## src/rtl/console_pkg.sv

```systemverilog
package console_pkg;
  typedef enum logic [2:0] {
    OP_IDLE  = 3'd0,
    OP_KBD   = 3'd1,
    OP_WRITE = 3'd2,
    OP_READ  = 3'd3,
    OP_DRAIN = 3'd4
  } op_e;

  localparam logic [2:0] C_KBD   = 3'd1;
  localparam logic [2:0] C_WRITE = 3'd2;
  localparam logic [2:0] C_READ  = 3'd3;
  localparam logic [2:0] C_TEST  = 3'd4;
  localparam logic [2:0] C_HALT  = 3'd5;

  localparam int SB_ATTN = 7;
  localparam int SB_BUSY = 4;
  localparam int SB_CE   = 3;
  localparam int SB_DE   = 2;
  localparam int SB_UC   = 1;
endpackage

```

## src/rtl/console_status.sv

```systemverilog
module console_status #(
  parameter int SW = 8
) (
  input  logic          clk,
  input  logic          rst_n,
  input  logic [SW-1:0] post,
  input  logic          clear,
  input  logic          attn_req,
  input  logic          attn_ok,
  output logic [SW-1:0] stat_q,
  output logic          pending
);
  import console_pkg::*;

  logic          held_q;
  logic          attn_post;
  logic [SW-1:0] attn_vec;

  assign attn_post = attn_ok && (attn_req || held_q);
  assign attn_vec  = attn_post ? (SW'(1) << SB_ATTN) : '0;
  assign pending   = |stat_q;

  always_ff @(posedge clk or negedge rst_n) begin
    if (!rst_n) begin
      stat_q <= '0;
      held_q <= 1'b0;
    end else begin
      stat_q <= (clear ? '0 : stat_q) | post | attn_vec;
      held_q <= !attn_ok && (held_q || attn_req);
    end
  end
endmodule

```

## src/rtl/console_punch.sv

```systemverilog
module console_punch #(
  parameter int          DW  = 8,
  parameter logic [DW-1:0] EOB = 8'h26,
  parameter logic [DW-1:0] EOT = 8'h37,
  parameter logic [DW-1:0] PFX = 8'h24,
  parameter logic [DW-1:0] HCH = 8'hC8
) (
  input  logic          clk,
  input  logic          rst_n,
  input  logic          enable,
  input  logic          in_valid,
  output logic          in_ready,
  input  logic [DW-1:0] in_data,
  output logic          out_valid,
  input  logic          out_ready,
  output logic [DW-1:0] out_data,
  output logic          card_release,
  input  logic          card_fed
);
  logic releasing_q, pfx_q, rel_q, ov_q;
  logic [DW-1:0] od_q;
  logic take, is_end;

  assign in_ready     = enable && !releasing_q && (!ov_q || out_ready);
  assign take         = in_valid && in_ready;
  assign is_end       = (in_data == EOB) || (in_data == EOT) || (pfx_q && in_data == HCH);
  assign out_valid    = ov_q;
  assign out_data     = od_q;
  assign card_release = rel_q;

  always_ff @(posedge clk or negedge rst_n) begin
    if (!rst_n) begin
      releasing_q <= 1'b0;
      pfx_q       <= 1'b0;
      rel_q       <= 1'b0;
      ov_q        <= 1'b0;
      od_q        <= '0;
    end else begin
      rel_q <= 1'b0;
      if (ov_q && out_ready) ov_q <= 1'b0;
      if (releasing_q && card_fed) releasing_q <= 1'b0;
      if (take) begin
        if (is_end) begin
          releasing_q <= 1'b1;
          rel_q       <= 1'b1;
          pfx_q       <= 1'b0;
        end else if (in_data == PFX) begin
          pfx_q <= 1'b1;
        end else begin
          ov_q  <= 1'b1;
          od_q  <= in_data;
          pfx_q <= 1'b0;
        end
      end
    end
  end
endmodule

```

## src/rtl/console_ctl.sv

```systemverilog
module console_ctl #(
  parameter int          DW  = 8,
  parameter logic [DW-1:0] EOB = 8'h26,
  parameter logic [DW-1:0] EOT = 8'h37,
  parameter logic [DW-1:0] PFX = 8'h24,
  parameter logic [DW-1:0] HCH = 8'hC8
) (
  input  logic          clk,
  input  logic          rst_n,
  input  logic          cmd_valid,
  input  logic [2:0]    cmd_code,
  input  logic          cmd_chain,
  output logic          resp_valid,
  output logic [1:0]    resp_cc,
  output logic [7:0]    resp_csw,
  input  logic          power_ok,
  input  logic          connect_on,
  input  logic          ce_mode,
  input  logic          kbd_done,
  input  logic          wr_done,
  input  logic          rdr_eom,
  input  logic          attn_req,
  input  logic          stat_accept,
  output logic [7:0]    stat_byte,
  output logic          irq,
  output logic          kbd_lock,
  output logic          proceed_light,
  output logic          crlf_req,
  output logic          chain_active,
  input  logic          pch_in_valid,
  output logic          pch_in_ready,
  input  logic [DW-1:0] pch_in_data,
  output logic          pch_out_valid,
  input  logic          pch_out_ready,
  output logic [DW-1:0] pch_out_data,
  output logic          card_release,
  input  logic          card_fed
);
  import console_pkg::*;

  localparam logic [7:0] ST_END  = (8'd1 << SB_CE) | (8'd1 << SB_DE);
  localparam logic [7:0] ST_CE   = 8'd1 << SB_CE;
  localparam logic [7:0] ST_DE   = 8'd1 << SB_DE;
  localparam logic [7:0] ST_BUSY = 8'd1 << SB_BUSY;
  localparam logic [7:0] ST_UC   = 8'd1 << SB_UC;

  op_e        op_q;
  logic       oper, cmd_ok, is_start, busy_any, start_go, halt, test_cmd, pending;
  logic [7:0] post;
  logic       clear;

  assign oper     = power_ok && connect_on && !ce_mode;
  assign cmd_ok   = cmd_valid && oper;
  assign is_start = (cmd_code == C_KBD) || (cmd_code == C_WRITE) || (cmd_code == C_READ);
  assign busy_any = (op_q != OP_IDLE) || pending;
  assign start_go = cmd_ok && is_start && !busy_any;
  assign halt     = cmd_ok && (cmd_code == C_HALT);
  assign test_cmd = cmd_ok && (cmd_code == C_TEST);
  assign clear    = stat_accept || test_cmd;
  assign irq      = pending;

  always_comb begin
    post = '0;
    unique case (op_q)
      OP_KBD:   if (kbd_done || halt) post = ST_END;
      OP_WRITE: if (wr_done || halt) post = ST_END;
      OP_READ:  if (rdr_eom) post = ST_END; else if (halt) post = ST_CE;
      OP_DRAIN: if (rdr_eom) post = ST_DE;
      default:  post = '0;
    endcase
  end

  console_status #(.SW(8)) u_status (
    .clk(clk), .rst_n(rst_n), .post(post), .clear(clear),
    .attn_req(attn_req), .attn_ok((op_q == OP_IDLE) && !start_go),
    .stat_q(stat_byte), .pending(pending)
  );

  console_punch #(.DW(DW), .EOB(EOB), .EOT(EOT), .PFX(PFX), .HCH(HCH)) u_punch (
    .clk(clk), .rst_n(rst_n), .enable(op_q == OP_WRITE),
    .in_valid(pch_in_valid), .in_ready(pch_in_ready), .in_data(pch_in_data),
    .out_valid(pch_out_valid), .out_ready(pch_out_ready), .out_data(pch_out_data),
    .card_release(card_release), .card_fed(card_fed)
  );

  always_ff @(posedge clk or negedge rst_n) begin
    if (!rst_n) begin
      resp_valid <= 1'b0;
      resp_cc    <= 2'd0;
      resp_csw   <= 8'd0;
    end else begin
      resp_valid <= cmd_valid;
      resp_cc    <= 2'd0;
      resp_csw   <= 8'd0;
      if (cmd_valid) begin
        if (!oper) begin
          resp_cc <= 2'd3;
        end else if (is_start) begin
          if (busy_any) begin
            resp_cc  <= 2'd1;
            resp_csw <= stat_byte | ST_BUSY;
          end
        end else if (cmd_code == C_TEST) begin
          if (op_q != OP_IDLE) begin
            resp_cc  <= 2'd1;
            resp_csw <= stat_byte | ST_BUSY;
          end else if (pending) begin
            resp_cc  <= 2'd1;
            resp_csw <= stat_byte;
          end
        end else if (cmd_code != C_HALT) begin
          resp_cc  <= 2'd1;
          resp_csw <= ST_UC;
        end
      end
    end
  end

  always_ff @(posedge clk or negedge rst_n) begin
    if (!rst_n) begin
      op_q          <= OP_IDLE;
      kbd_lock      <= 1'b1;
      proceed_light <= 1'b0;
      crlf_req      <= 1'b0;
      chain_active  <= 1'b0;
    end else begin
      crlf_req <= 1'b0;
      if (halt) chain_active <= 1'b0;
      unique case (op_q)
        OP_IDLE: if (start_go) begin
          chain_active <= cmd_chain;
          unique case (cmd_code)
            C_KBD: begin
              op_q          <= OP_KBD;
              kbd_lock      <= 1'b0;
              proceed_light <= 1'b1;
            end
            C_WRITE: op_q <= OP_WRITE;
            default: op_q <= OP_READ;
          endcase
        end
        OP_KBD: if (kbd_done || halt) begin
          op_q          <= OP_IDLE;
          kbd_lock      <= 1'b1;
          proceed_light <= 1'b0;
          crlf_req      <= halt;
        end
        OP_WRITE: if (wr_done || halt) begin
          op_q     <= OP_IDLE;
          crlf_req <= halt;
        end
        OP_READ: begin
          if (rdr_eom) op_q <= OP_IDLE;
          else if (halt) op_q <= OP_DRAIN;
          crlf_req <= halt;
        end
        OP_DRAIN: if (rdr_eom) op_q <= OP_IDLE;
        default: op_q <= OP_IDLE;
      endcase
    end
  end
endmodule

```

## config.mk

```make
export PLATFORM = sky130hd
export DESIGN_NAME = console_ctl
export DESIGN_NICKNAME = d
export VERILOG_FILES = /design/src/rtl/console_pkg.sv /design/src/rtl/console_status.sv /design/src/rtl/console_punch.sv /design/src/rtl/console_ctl.sv
export SDC_FILE = /design/constraint.sdc
export NUM_CORES = 1
export LEC_CHECK = 0
export BUFFER_PORTS_ARGS = -buffer_cell sky130_fd_sc_hd__buf_2
export CAP_MARGIN = 15
export CORE_MARGIN = 3
export CORE_UTILIZATION = 48
export DETAILED_ROUTE_END_ITERATION = 8
export PLACE_DENSITY = 0.79
export SKIP_CTS_REPAIR_TIMING = 1
export SKIP_LAST_GASP = 1
export SYNTH_ARGS = -nofsm -noshare
export SYNTH_HDL_FRONTEND = slang
export SYNTH_SLANG_ARGS = --single-unit
export TNS_END_PERCENT = 20
```

## constraint.sdc

```tcl
create_clock -name clk -period 2.5 [get_ports clk]
set_input_delay 0.25 -clock clk [delete_from_list [all_inputs] [get_ports clk]]
set_output_delay 0.25 -clock clk [all_outputs]
set_load 0.01 [all_outputs]
```

# After elaboration in Yosys (flattened, before gate mapping)
# Cells that the tools add are included.
word_totals:
  word_cells: 135
  reg_bits: 39
  output_inout_bits: 35
op_classes:
  n_eq_ne: 20
  reduce_logical: 39
  bitwise_logic: 4
  n_mux: 57
ops:
  columns: ["op", "count"]
  rows:
  - ["$mux W8", 9]
  - ["$mux W1", 26]
  - ["$eq A8 B6 Y1 const B", 3]
  - ["$mux W3", 7]
  - ["$logic_and A1 B1 Y1", 16]
  - ["$mux W4", 4]
  - ["$pmux W4 S4", 1]
  - ["$pmux W3 S5", 1]
  - ["$eq A3 B2 Y1 const B", 4]
  - ["$logic_or A1 B1 Y1", 10]
  - ["$mux W2", 5]
  - ["$ne A2 B2 Y1 const B", 5]
  - ["$eq A3 B3 Y1 const B", 3]
  - ["$eq A8 B8 Y1 const B", 1]
  - ["$or A8 B4 Y8", 1]
  - ["$or A8 B8 Y8", 1]
  - ["$reduce_or A8 Y1", 1]
  - ["$eq A3 B1 Y1 const B", 2]
  - ["$logic_not A1 Y1", 6]
  - ["$ne A3 B3 Y1 const B", 2]
  - ["$reduce_and A5 Y1", 1]
  - ["$pmux W1 S2", 2]
  - ["$pmux W2 S2", 1]
  - ["$reduce_and A4 Y1", 1]
  - ["other kinds (6)", 7]

# Depth between registers and ports, before layout
# Gate-level depths: netlist (run 1).
logic_depth:
  depth_word: 10
  ltp_mapped: 6
  mapped_depth_nobuf: 4

# Cells and area by module
# A second synthesis (run 1) with hierarchy kept.
unflattened:
  hier_cells: 156
  hier_area_um2: 1836.8
modules_own_cells:
  columns: ["module", "area_each_um2", "cells_each", "n_inst"]
  rows:
  - ["console_ctl", 929.6, 88, 1]
  - ["console_punch", 585.6, 44, 1]
  - ["console_status", 321.6, 24, 1]

# Worst setup path after synthesis (run 1)
# Ideal clock, no wire load.
synth_path:
  path_kind: "reg-to-reg"
  startpoint: "register op_q[0]"
  endpoint: "register u_punch.od_q[0] (netlist: u_punch.out_data[0])"
  t_arrival_ns: 1.760
  stages_incl_launch_ff: 6
  slack_ns: 0.616
  period_less_slack_ns: 1.884
  setup_time_ns: 0.125
  cell_sequence: "dfrtp_1 > buf_6 > nor4b_4 > nand3_4 > o32ai_4 > mux2_2"
synth_between:
  elab_chain_len: 5
synth_lines:
  columns: ["item", "line_no", "source"]
  rows:
  - ["start: declaration", "console_ctl.sv:47", "op_e op_q;"]
  - ["start signal: assignment", "console_ctl.sv:121", "op_q <= OP_IDLE;"]
  - ["start signal: assignment", "console_ctl.sv:134", "op_q <= OP_KBD;"]
  - ["start signal: assignment", "console_ctl.sv:138", "C_WRITE: op_q <= OP_WRITE;"]
  - ["$eq A3 B2 Y1", "console_ctl.sv:80", ".clk(clk), .rst_n(rst_n), .enable(op_q == OP_WRITE),"]
  - ["$logic_and A1 B1 Y1 (2 in series)", "console_punch.sv:24", "assign in_ready = enable && !releasing_q && (!ov_q || out_ready);"]
  - ["$logic_and A1 B1 Y1", "console_punch.sv:25", "assign take = in_valid && in_ready;"]
  - ["$reduce_and A3 Y1 (no source line)", null, null]
  - ["end signal: assignment", "console_punch.sv:51", "od_q <= in_data;"]
  - ["end: declaration", "console_punch.sv:21", "logic [DW-1:0] od_q;"]
# No other way between the ends.
# A chain may end at the register's enable or synchronous reset.

# Worst setup path in the final report (run 1)
layout_path:
  startpoint: "register op_q[1]"
  endpoint: "register u_punch.od_q[7] (netlist: u_punch.out_data[7])"
# The elaborated chain is that of the path after synthesis.

==> impl_results.md, run 1 <==
- Setup crit start kind: register
- Max Clk Rate: between 0.4 and 0.5 GHz
- FF-to-FF Start: op_q[1]
- Worst vdd rail ir drop: 0.5335 mV
- Endpoint of the worst hold path: resp_valid
- Routed Wire Length: about 3.3 mm
- Cells along the critical path: nor4b_4, nand3_4, o32ai_4, mux2_2
- Sequential fraction of the synthesis area: 0.4867
- Portion of total power attributed to combinational logic: 0.142
- Placement row count: 20
- Startpoint of the most critical hold path: cmd_valid
- Chip Height: 63.67 um
- Final Hold Viols: 0
- Width of the die: between 60 and 70 um
- Slowest cell on crit path: sky130_fd_sc_hd__dfrtp_1
- Final-report max-slew violation count: 0
- Number of DRC violations after detailed-routing iteration 0: 56
- Clock slew seen by the registers of the worst setup and hold paths: ~0.10 ns
- Flip-flop cell with the highest count after synthesis: sky130_fd_sc_hd__dfrtp_1
- Power share of the sequential group: 0.493
- TritonCTS Buffers: 5
- Total of max-cap violations: 0
- Yosys warnings: 0
- Area growth from synthesis to layout: 21.55%
- CP Class: register to register
- DP HPWL: 2.596 mm
- Clock tree from TritonCTS: yes
- Largest net degree at the start of global routing: 32
- Net Sw Frac: 0.2491
- Gp weighted congestion: 0.8852
- Utilization after layout: 0.6254
- Worst-Margin Slew: between 0.6 and 0.7 ns
- Cell accounting for the most synthesized area: sky130_fd_sc_hd__dfrtp_1
- Remaining antenna violation count: 0
- Post-layout nets: 228
- Core Box Area: 3103 um2
- Dominant cells by area after synthesis: sky130_fd_sc_hd__dfrtp_1 (47%), sky130_fd_sc_hd__buf_4 (4.2%), sky130_fd_sc_hd__mux2_2 (4.2%)
- Wire length of the first global-routing pass: between 5 and 6 mm
- Fill cells: 279
- Die Outline Area: 4054 um2
- Cell Area, Synth: 1597 um2
- Clock root buffer: sky130_fd_sc_hd__clkbuf_4
- Critical Path End Type: register
- Number of global-route vias before repair: 1278
- Worst Hold Depth: 1
- Instance count of the mapped netlist: between 100 and 150
- TritonCTS sink count: 31
- Initial antenna violation count: 0
- Power density normalized to cell area: 575.8 nW/um2
- Worst R2R Path Depth: 4
- Slowest cell delay on critical path: 0.62 ns
- Count of unique library cells instantiated by Yosys: 50
- Effective utilization at floorplan: 0.5145
- P_leak: ~0.00097 uW
- Synthesized area divided by synthesized cell count: about 11 um2
- Worst EP arrival: 2.39 ns
- Clock latency on the worst-skew pair: roughly 0.34 ns
- Final Setup Violations: 0
- Outcome: finished, final reports clean
- Setup TNS Final: 0 ns
- Register-to-register setup slack: 0.33 ns
- Antenna cells: 0
- Number of primary I/O pins: 61
- Top cell type's share of synthesized area: 0.4702
- Via count: ~1300
- RSZ-0062 raised after global routing: false
- Final worst clock skew: between 0.008 and 0.009 ns
- Required @ worst endpoint: 2.72 ns
- Capture instance of the worst register-to-register path: u_punch.out_data[7]
- Number of detailed-route iterations in the first pass: 4
- Design internal power: approximately 840 uW
- Minimum clock period: 2.172 ns
- Fraction of final layout cells sized beyond drive strength 1: 0.3645
- Clock H-tree levels: 2
- Routed length per placed instance: 13.52 um
- Count of buffers inserted at the top-level ports: between 50 and 60
- Part of the cycle the worst path needs: 0.8687
- Avg Vias per Cell: 5.300
- Total of flip-flops plus latches after synthesis: 31
- Congestion Overflow GR: 0
- Sw power: 278.4 uW
- Proportion of synthesized flip-flops having asynchronous set or reset: 1.000
- Max FO, Critical Path: 14
- Count of flip-flops with a built-in enable after synthesis: 0
- Drt drc: 0
- Maximum count of clock buffers along a single path: 2
- Type of the tightest min-delay check: input port to register
- Total global routing track utilization: 0.1807
- Relative slew margins: 0.5628
- Proportion of power drawn by the clock network: 0.365
stage by stage:
stage	setup WS (ns)	hold slack [ns]	power, uW	area (um2)	std cells
global placement	0.4592	0.3190	712.5	1844	238
finish	0.3283	0.05974	1117	1941	247
global route	0.2116	0.03261	1180	1941	247
detailed placement	0.3563	0.3194	719.7	1844	238
floorplan	0.6156	-0.04559	645.0	1623	156
CTS	0.3397	-0.05111	1133	1931	246
logic make-up (layout without fill, tap and decap cells):
group,after synthesis,after routing,synth area share
flip-flops,31,31,0.4867
AO/OA/AOI/OAI,27,27,0.1309
AND/OR/NAND/NOR,61,61,0.2437
other,1,8,0.002349
buffers and inverters,19,66,0.07053
multiplexers,8,8,0.05486
XOR/XNOR,2,2,0.01097
final cells by class:
class | count | area (um2) | share of cell area
sequential | 31 | 777.0 | 0.4004
multi-input combinational | 106 | 733.2 | 0.3778
timing repair buffer | 53 | 270.3 | 0.1393
tap | 44 | 55.05 | 0.02837
clock buffer | 6 | 51.30 | 0.02643
clock inverter | 2 | 35.03 | 0.01805
inverter | 5 | 18.77 | 0.009671
power groups by stage:
stage	clock [uW]	sequential, uW	combinational [uW]
floorplan	0	575	70.3
global placement	0	559	154
detailed placement	0	561	159
CTS	423	551	159
global route	448	556	176
finish	408	551	159
flip-flops by register name (all words and copies together) (netlist names), 2 cells and up:
name / cells
op_q: 3
resp_cc: 2
resp_csw: 5
u_punch.out_data: 8
u_status.stat_q: 3
worst max-delay path, delay by kind of cell, from the launching register on:
kind	cells	cell delay, ns
simple gates	2	0.54
flops	1	0.62
mux	1	0.40
compound gates	1	0.50
worst max path at each step:
stage / to / from / slack, ns / cells past startpoint
floorplan: u_punch.out_data[0] / op_q[0] / 0.62 / 5
global placement: u_punch.out_data[6] / op_q[1] / 0.46 / 4
detailed placement: u_punch.out_data[7] / op_q[1] / 0.36 / 4
CTS: u_punch.out_data[7] / op_q[1] / 0.34 / 4
global route: u_punch.out_data[7] / op_q[1] / 0.21 / 4
finish: u_punch.out_data[7] / op_q[1] / 0.33 / 4
cells in the mapped netlist (all sizes together), types with 2 or more instances:
master  number
buf         11
clkbuf       3
and4b        2
and2         7
a21oi        9
mux2i        2
nor3         9
dfrtp       30
nand2        6
a32o         3
nor2b        3
nand3        3
inv          5
o211ai       2
or3          4
nand3b       3
nor2        11
nor4         4
nor3b        2
a21o         2
mux2         6
layer usage:
metal  part of all wire  GRT usage  up-vias
li1                   -          -      629
met1               0.43     0.2046      608
met2               0.46     0.3116       63
met3              0.087    0.06417        9
met4              0.018    0.06469        0
met5                  0          0        -
cell usage in the layout (no fill, tap or decap), types with 5 or more instances in the layout:
master / instances
sky130_fd_sc_hd__nor3_1: 8
sky130_fd_sc_hd__mux2_2: 6
sky130_fd_sc_hd__and2_1: 6
sky130_fd_sc_hd__buf_2: 52
sky130_fd_sc_hd__inv_1: 5
sky130_fd_sc_hd__dfrtp_1: 30
sky130_fd_sc_hd__clkbuf_4: 5
sky130_fd_sc_hd__nand2_1: 6
sky130_fd_sc_hd__nor2_1: 11
sky130_fd_sc_hd__a21oi_1: 9
sky130_fd_sc_hd__conb_1: 8
Power figures use the tool's default switching activity.
==> run 2: changes to the inputs <==
--- a/config.mk
+++ b/config.mk
@@ -5,12 +5,12 @@
 export SDC_FILE = /design/constraint.sdc
 export NUM_CORES = 1
 export LEC_CHECK = 0
-export BUFFER_PORTS_ARGS = -buffer_cell sky130_fd_sc_hd__buf_2
 export CAP_MARGIN = 15
 export CORE_MARGIN = 3
-export CORE_UTILIZATION = 48
+export CORE_UTILIZATION = 60
 export DETAILED_ROUTE_END_ITERATION = 8
-export PLACE_DENSITY = 0.79
+export DONT_BUFFER_PORTS = 1
+export PLACE_DENSITY = 0.76
 export SKIP_CTS_REPAIR_TIMING = 1
 export SKIP_LAST_GASP = 1
 export SYNTH_ARGS = -nofsm -noshare
==> run 2 against run 1 <==
Compared with the run above:
- critical path depth unchanged
- wire length down 3.1%
- largest power group unchanged
- clock-buffer cell count rose by 2
- sequential cell count did not move
- hold slack lost 0.048 ns
==> impl_results.md, run 2 (synthesis results as in run 1) <==
- Hold WS: 0.01182 ns (-0.04792 ns)
- Width of the die: 57.59 um (-9.6%)
- Critical Path End Type: register
- Register-to-register setup slack: 0.33 ns (about the same)
- Fill cells: 192 (-31%)
- Setup crit start kind: register
- Capture instance of the worst register-to-register path: u_punch.out_data[4]
- Area growth from synthesis to layout: 5.565%
- Initial antenna violation count: 0 (unchanged)
- Antenna cells: 0 (unchanged)
- Clock tree from TritonCTS: yes
- Final-report max-slew violation count: 0 (unchanged)
- Effective utilization at floorplan: 0.6386 (+0.1241)
- Maximum count of clock buffers along a single path: 2 (unchanged)
- Routed Wire Length: 3.236 mm (-3.1%)
- Worst vdd rail ir drop: 0.5263 mV (-1.3%)
- Met3 Use GR: 0.1244 (+0.06026)
- Clock slew seen by the registers of the worst setup and hold paths: 0.09 ns (about the same)
- Clock latency on the worst-skew pair: 0.33 ns (about the same)
- Total global routing track utilization: 0.2125 (+0.03187)
- Required @ worst endpoint: 2.72 ns (about the same)
- Final Setup Violations: 0 (unchanged)
- Largest net degree at the start of global routing: 32 (unchanged)
- Most frequent cells in the layout: sky130_fd_sc_hd__dfrtp_1 (30), sky130_fd_sc_hd__nor2_1 (11), sky130_fd_sc_hd__a21oi_1 (9)
- Area of combinational cells with multiple inputs: 733.2 um2 (unchanged)
- Avg Vias per Cell: 6.130 (+16%)
- Worst slack at placement: 0.3533 ns (-0.003041 ns)
- Power density normalized to cell area: 586.6 nW/um2 (+1.9%)
- Chip Height: 57.59 um (-9.6%)
- Reg area: 777.0 um2 (unchanged)
- Type of the tightest min-delay check: input port to register
- Most common cell after layout, fill and taps aside: sky130_fd_sc_hd__dfrtp_1
- Number of global-route vias before repair: 1158 (-9.4%)
- Fraction of final layout cells sized beyond drive strength 1: 0.1429 (-0.2217)
- Wire length of the first global-routing pass: 5.195 mm (-8.2%)
- Busiest metal layer after global routing: met2
- Post-Place Cells: 172 (-28%)
- Clock H-tree levels: 2 (unchanged)
- Worst-Margin Slew: 0.5860 ns (-0.06976 ns)
- Clock root buffer: sky130_fd_sc_hd__clkbuf_4
- TritonCTS sink count: 31 (unchanged)
- RSZ-0062 raised after global routing: false
- Remaining antenna violation count: 0 (unchanged)
- Final worst clock skew: 0.005143 ns (-0.003040 ns)
- Total of max-cap violations: 0 (unchanged)
- Placement row count: 18 (-10%)
- Number of primary I/O pins: 61 (unchanged)
- Number of detailed-route iterations in the first pass: 4 (unchanged)
- Via count: 1128 (-14%)
- Met2 GRT Util: 0.3516 (+0.04001)
- Post-route insts no fill: 184 (-26%)
- Setup crit start: op_q[1]
- Drt drc: 0 (unchanged)
- TritonCTS Buffers: 5 (unchanged)
- Worst EP arrival: 2.39 ns (about the same)
- Number of flip-flops in the largest register: 8 (unchanged)
- Outcome: finished, final reports clean
- Post-layout nets: 179 (-21%)
- Number of DRC violations after detailed-routing iteration 0: 45 (-20%)
- Minimum clock period: 2.169 ns (-0.003191 ns)
- Die Outline Area: 3316 um2 (-18%)
- Routed length per placed instance: 17.59 um (+30%)
- DP HPWL: 2.401 mm (-7.5%)
- Smallest setup slack after layout: 0.3315 ns (+0.003191 ns)
- Final Hold Viols: 0 (unchanged)
- Max FO, Critical Path: 14 (unchanged)
- Congestion Overflow GR: 0 (unchanged)
- CP Class: register to register
- Part of the cycle the worst path needs: 0.8674 (-0.001276)
- Worst Setup EP: u_punch.out_data[4]
- Worst R2R Path Depth: 4 (unchanged)
- FF-to-FF Start: op_q[1]
- Count of buffers inserted at the top-level ports: 0 (-100%)
- Setup TNS Final: 0 ns (unchanged)
- Max Clk Rate: 0.4611 GHz (+0.15%)
- P_leak: 0.0007453 uW (-23%)
- Core Box Area: 2500 um2 (-19%)
- Relative slew margins: 0.6057 (+0.04291)
- Global routing usage on met1: 0.2159 (+0.01129)
- Gp weighted congestion: 0.8560 (-3.3%)
[run 2: changes by cell type in the layout (fill, tap and decap cells not counted)]
cell	change
sky130_fd_sc_hd__buf_12	+1
sky130_fd_sc_hd__buf_2	-52
sky130_fd_sc_hd__bufinv_16	-1
sky130_fd_sc_hd__clkbuf_1	+1
sky130_fd_sc_hd__clkbuf_8	+1
sky130_fd_sc_hd__clkinv_2	-1
sky130_fd_sc_hd__dlygate4sd3_1	+2
[run 2: worst min path at each step]
stage | startpoint | end | depth (start not counted)
after floorplan | rst_n | chain_active | 0
after global placement | rst_n | u_punch.card_release | 0
after detailed placement | rst_n | u_punch.out_data[1] | 0
after CTS | rst_n | u_status.stat_q[7] | 0
after global routing | card_fed | u_punch.releasing_q | 1
final | card_fed | u_punch.releasing_q | 1
[run 2: worst max-delay path, stage by stage (launching register included)]
cell,delay [ns]
sky130_fd_sc_hd__dfrtp_1,0.62
sky130_fd_sc_hd__nor4b_4,0.38
sky130_fd_sc_hd__nand3_4,0.15
sky130_fd_sc_hd__o32ai_4,0.50
sky130_fd_sc_hd__mux2_2,0.40
[run 2: area by class of cell]
type / count / area share
clock buffer: 8 / 0.04083
inverter: 5 / 0.01114
multi-input combinational: 106 / 0.4350
sequential: 31 / 0.4610
tap: 30 / 0.02227
timing repair buffer: 4 / 0.02970
[run 2: metal layers]
layer  wire [um]  vias up
li1            -      536
met1        1218      532
met2        1567       54
met3         395        6
met4          55        0
met5           0        -
[run 2: per-stage QoR]
stage / utilization / total power (uW) / area, um2
floorplan: - / 645.0 / 1623
global placement: 0.6266 / 644.9 / 1567
detailed placement: 0.6266 / 648.7 / 1567
CTS: 0.6542 / 983.3 / 1635
global route: 0.6742 / 1031 / 1685
finish: 0.6742 / 988.7 / 1685
[run 2: where the power goes]
| part | leakage, uW | switching [uW] | total, uW | internal [uW] |
|---|---|---|---|---|
| sequential | 0.000411 | 37.7 | 573 | 535 |
| combinational | 0.000295 | 44.1 | 82.8 | 38.7 |
| clock | 0.0000386 | 168 | 333 | 165 |
==> run 3: changes to the inputs <==
--- a/config.mk
+++ b/config.mk
@@ -11,6 +11,7 @@
 export DETAILED_ROUTE_END_ITERATION = 8
 export DONT_BUFFER_PORTS = 1
 export PLACE_DENSITY = 0.76
+export RECOVER_POWER = 50
 export SKIP_CTS_REPAIR_TIMING = 1
 export SKIP_LAST_GASP = 1
 export SYNTH_ARGS = -nofsm -noshare
==> run 3 against run 2 <==
Compared with the run above:
- core utilization fell by 0.65 points
- global-route usage is the same
- sequential share of layout area is 0.45 points higher
- the flow now finishes with violations (capacitance limit, slew limit)
- hold slack worse by 0.0017 ns
- setup slack better by 0.010 ns
- clock skew barely moved
- combinational power is 4.3% lower
- fmax grew 0.46%
- via count up 1.8%
- clock power is essentially flat
==> impl_results.md, run 3 (synthesis results as in run 1) <==
- P_leak: 0.0007340 uW (-1.5%)
- Outcome: finished with violations
- Number of DRC violations after detailed-routing iteration 0: 39 (-13%)
- Design internal power: 735.9 uW (-0.41%)
- Initial antenna violation count: 0 (unchanged)
- Most common cell after layout, fill and taps aside: sky130_fd_sc_hd__dfrtp_1
- Post-route insts no fill: 184 (unchanged)
- Clock root buffer: sky130_fd_sc_hd__clkbuf_4
- Final-report max-slew violation count: 32 (+32)
- Worst vdd rail ir drop: 0.5259 mV (about the same)
- Worst slack at placement: 0.3533 ns (unchanged)
- Remaining antenna violation count: 0 (unchanged)
- Relative slew margins: -0.1017 (-0.7074)
- Portion of total power attributed to combinational logic: 0.080 (-0.004)
- Clock latency on the worst-skew pair: 0.34 ns (about the same)
- Wire length of the first global-routing pass: 5.195 mm (unchanged)
- Post-Place Cells: 172 (unchanged)
- Width of the die: 57.59 um (unchanged)
- Slowest cell on crit path: sky130_fd_sc_hd__dfrtp_1
- Power density normalized to cell area: 589.8 nW/um2 (+0.55%)
- Total of max-cap violations: 1 (+1)
- Worst R2R Path Depth: 4 (unchanged)
- TritonCTS Buffers: 5 (unchanged)
- Minimum clock period: 2.159 ns (-0.01003 ns)
- Routed Wire Length: 3.205 mm (-0.96%)
- Part of the cycle the worst path needs: 0.8634 (-0.004014)
- Largest net degree at the start of global routing: 32 (unchanged)
- Smallest setup slack after layout: 0.3415 ns (+0.01003 ns)
- Net Sw Frac: 0.2525 (about the same)
- Setup crit start kind: register
- DP HPWL: 2.401 mm (unchanged)
- Proportion of power drawn by the clock network: 0.338 (about the same)
- Sw power: 248.6 uW (-0.48%)
- Setup TNS Final: 0 ns (unchanged)
- Drt drc: 0 (unchanged)
- Worst-Margin Slew: 1.652 ns (+1.066 ns)
- Clock slew seen by the registers of the worst setup and hold paths: 0.09 ns (about the same)
- Clock H-tree levels: 2 (unchanged)
- Critical Path End Type: register
- Area post-placement: 1567 um2 (unchanged)
- Cells along the critical path: nor4b_4, nand3_4, o32ai_4, mux2_2
- Number of flip-flops in the largest register: 8 (unchanged)
- CP Class: register to register
- Violations in the final reports: capacitance limit, slew limit
- Required @ worst endpoint: 2.72 ns (about the same)
- Die Outline Area: 3316 um2 (unchanged)
- Effective utilization at floorplan: 0.6386 (unchanged)
- Number of detailed-route iterations in the first pass: 4 (unchanged)
- Antenna cells: 0 (unchanged)
- Avg Vias per Cell: 6.239 (+1.8%)
- Final Setup Violations: 0 (unchanged)
- Final Hold Viols: 0 (unchanged)
- Placement row count: 18 (unchanged)
- Core Box Area: 2500 um2 (unchanged)
- Fraction of final layout cells sized beyond drive strength 1: 0.1364 (-0.006494)
- Final standard cell area without fillers: 1669 um2 (-0.97%)
- Power share of the sequential group: 0.581 (+0.002)
- Maximum count of clock buffers along a single path: 2 (unchanged)
- Number of primary I/O pins: 61 (unchanged)
- Total global routing track utilization: 0.2125 (unchanged)
- Max FO, Critical Path: 14 (unchanged)
- Routed length per placed instance: 17.42 um (-0.96%)
- Chip Height: 57.59 um (unchanged)
- Count of buffers inserted at the top-level ports: 0 (unchanged)
- Clock tree from TritonCTS: yes
- Max Clk Rate: 0.4633 GHz (+0.46%)
- Worst Hold Depth: 1 (unchanged)
- Type of the tightest min-delay check: input port to register
- Number of global-route vias before repair: 1158 (unchanged)
- Gp weighted congestion: 0.8560 (unchanged)
- Post-layout nets: 179 (unchanged)
- Area growth from synthesis to layout: 4.545%
- Congestion Overflow GR: 0 (unchanged)
- Most frequent cells in the layout: sky130_fd_sc_hd__dfrtp_1 (30), sky130_fd_sc_hd__nor2_1 (11), sky130_fd_sc_hd__a21oi_1 (9)
- Final worst clock skew: 0.005335 ns (+0.0001922 ns)
- Worst EP arrival: 2.38 ns (about the same)
- Via count: 1148 (+1.8%)
- RSZ-0062 raised after global routing: false
- Slowest cell delay on critical path: 0.62 ns (about the same)
- TritonCTS sink count: 31 (unchanged)
-- run 3: power groups by stage --
stage,clock [uW],sequential (uW),combinational [uW]
after floorplan,0,575,70.3
after global placement,0,582,63.0
after detailed placement,0,583,66.0
after CTS,344,573,66.1
after global routing,360,578,90.7
final,333,572,79.2
-- run 3: stage by stage --
step	hold WS [ns]	utilization	power, uW
global placement	-0.04492	0.6266	644.9
finish	0.01013	0.6677	984.5
floorplan	-0.04559	-	645.0
detailed placement	-0.04492	0.6266	648.7
global route	0.001281	0.6677	1028
CTS	-0.4172	0.6542	983.3
-- run 3: area by class of cell --
cell class	instances	area, um2
fill	195	830.8
sequential	31	777.0
multi-input combinational	106	733.2
clock buffer	8	68.82
tap	30	37.54
timing repair buffer	4	33.78
inverter	5	18.77
-- run 3: critical path: cells and delay by family, from the launching register on --
kind	cells	cell delay [ns]
simple gates	2	0.53
compound gates	1	0.50
mux	1	0.40
flops	1	0.62
-- run 3: path summary, 6_finish.rpt --
kind                                       from             endpoint  slack [ns]
max in group asynchronous                 rst_n  u_punch.out_data[6]        0.67
worst max-delay path                    op_q[1]  u_punch.out_data[0]        0.34
worst min register to register  u_status.held_q      u_status.held_q        0.49
min in group asynchronous                 rst_n           resp_valid        0.88
worst max register to register          op_q[1]  u_punch.out_data[0]        0.34
worst min-delay path                   card_fed  u_punch.releasing_q        0.01
-- run 3: per-layer routing --
layer | routed length (um) | track usage | up-vias
met5 | 0 | 0 | -
met4 | 65 | 0.09272 | 0
met3 | 405 | 0.1244 | 10
met2 | 1570 | 0.3516 | 66
met1 | 1162 | 0.2159 | 536
li1 | - | - | 536
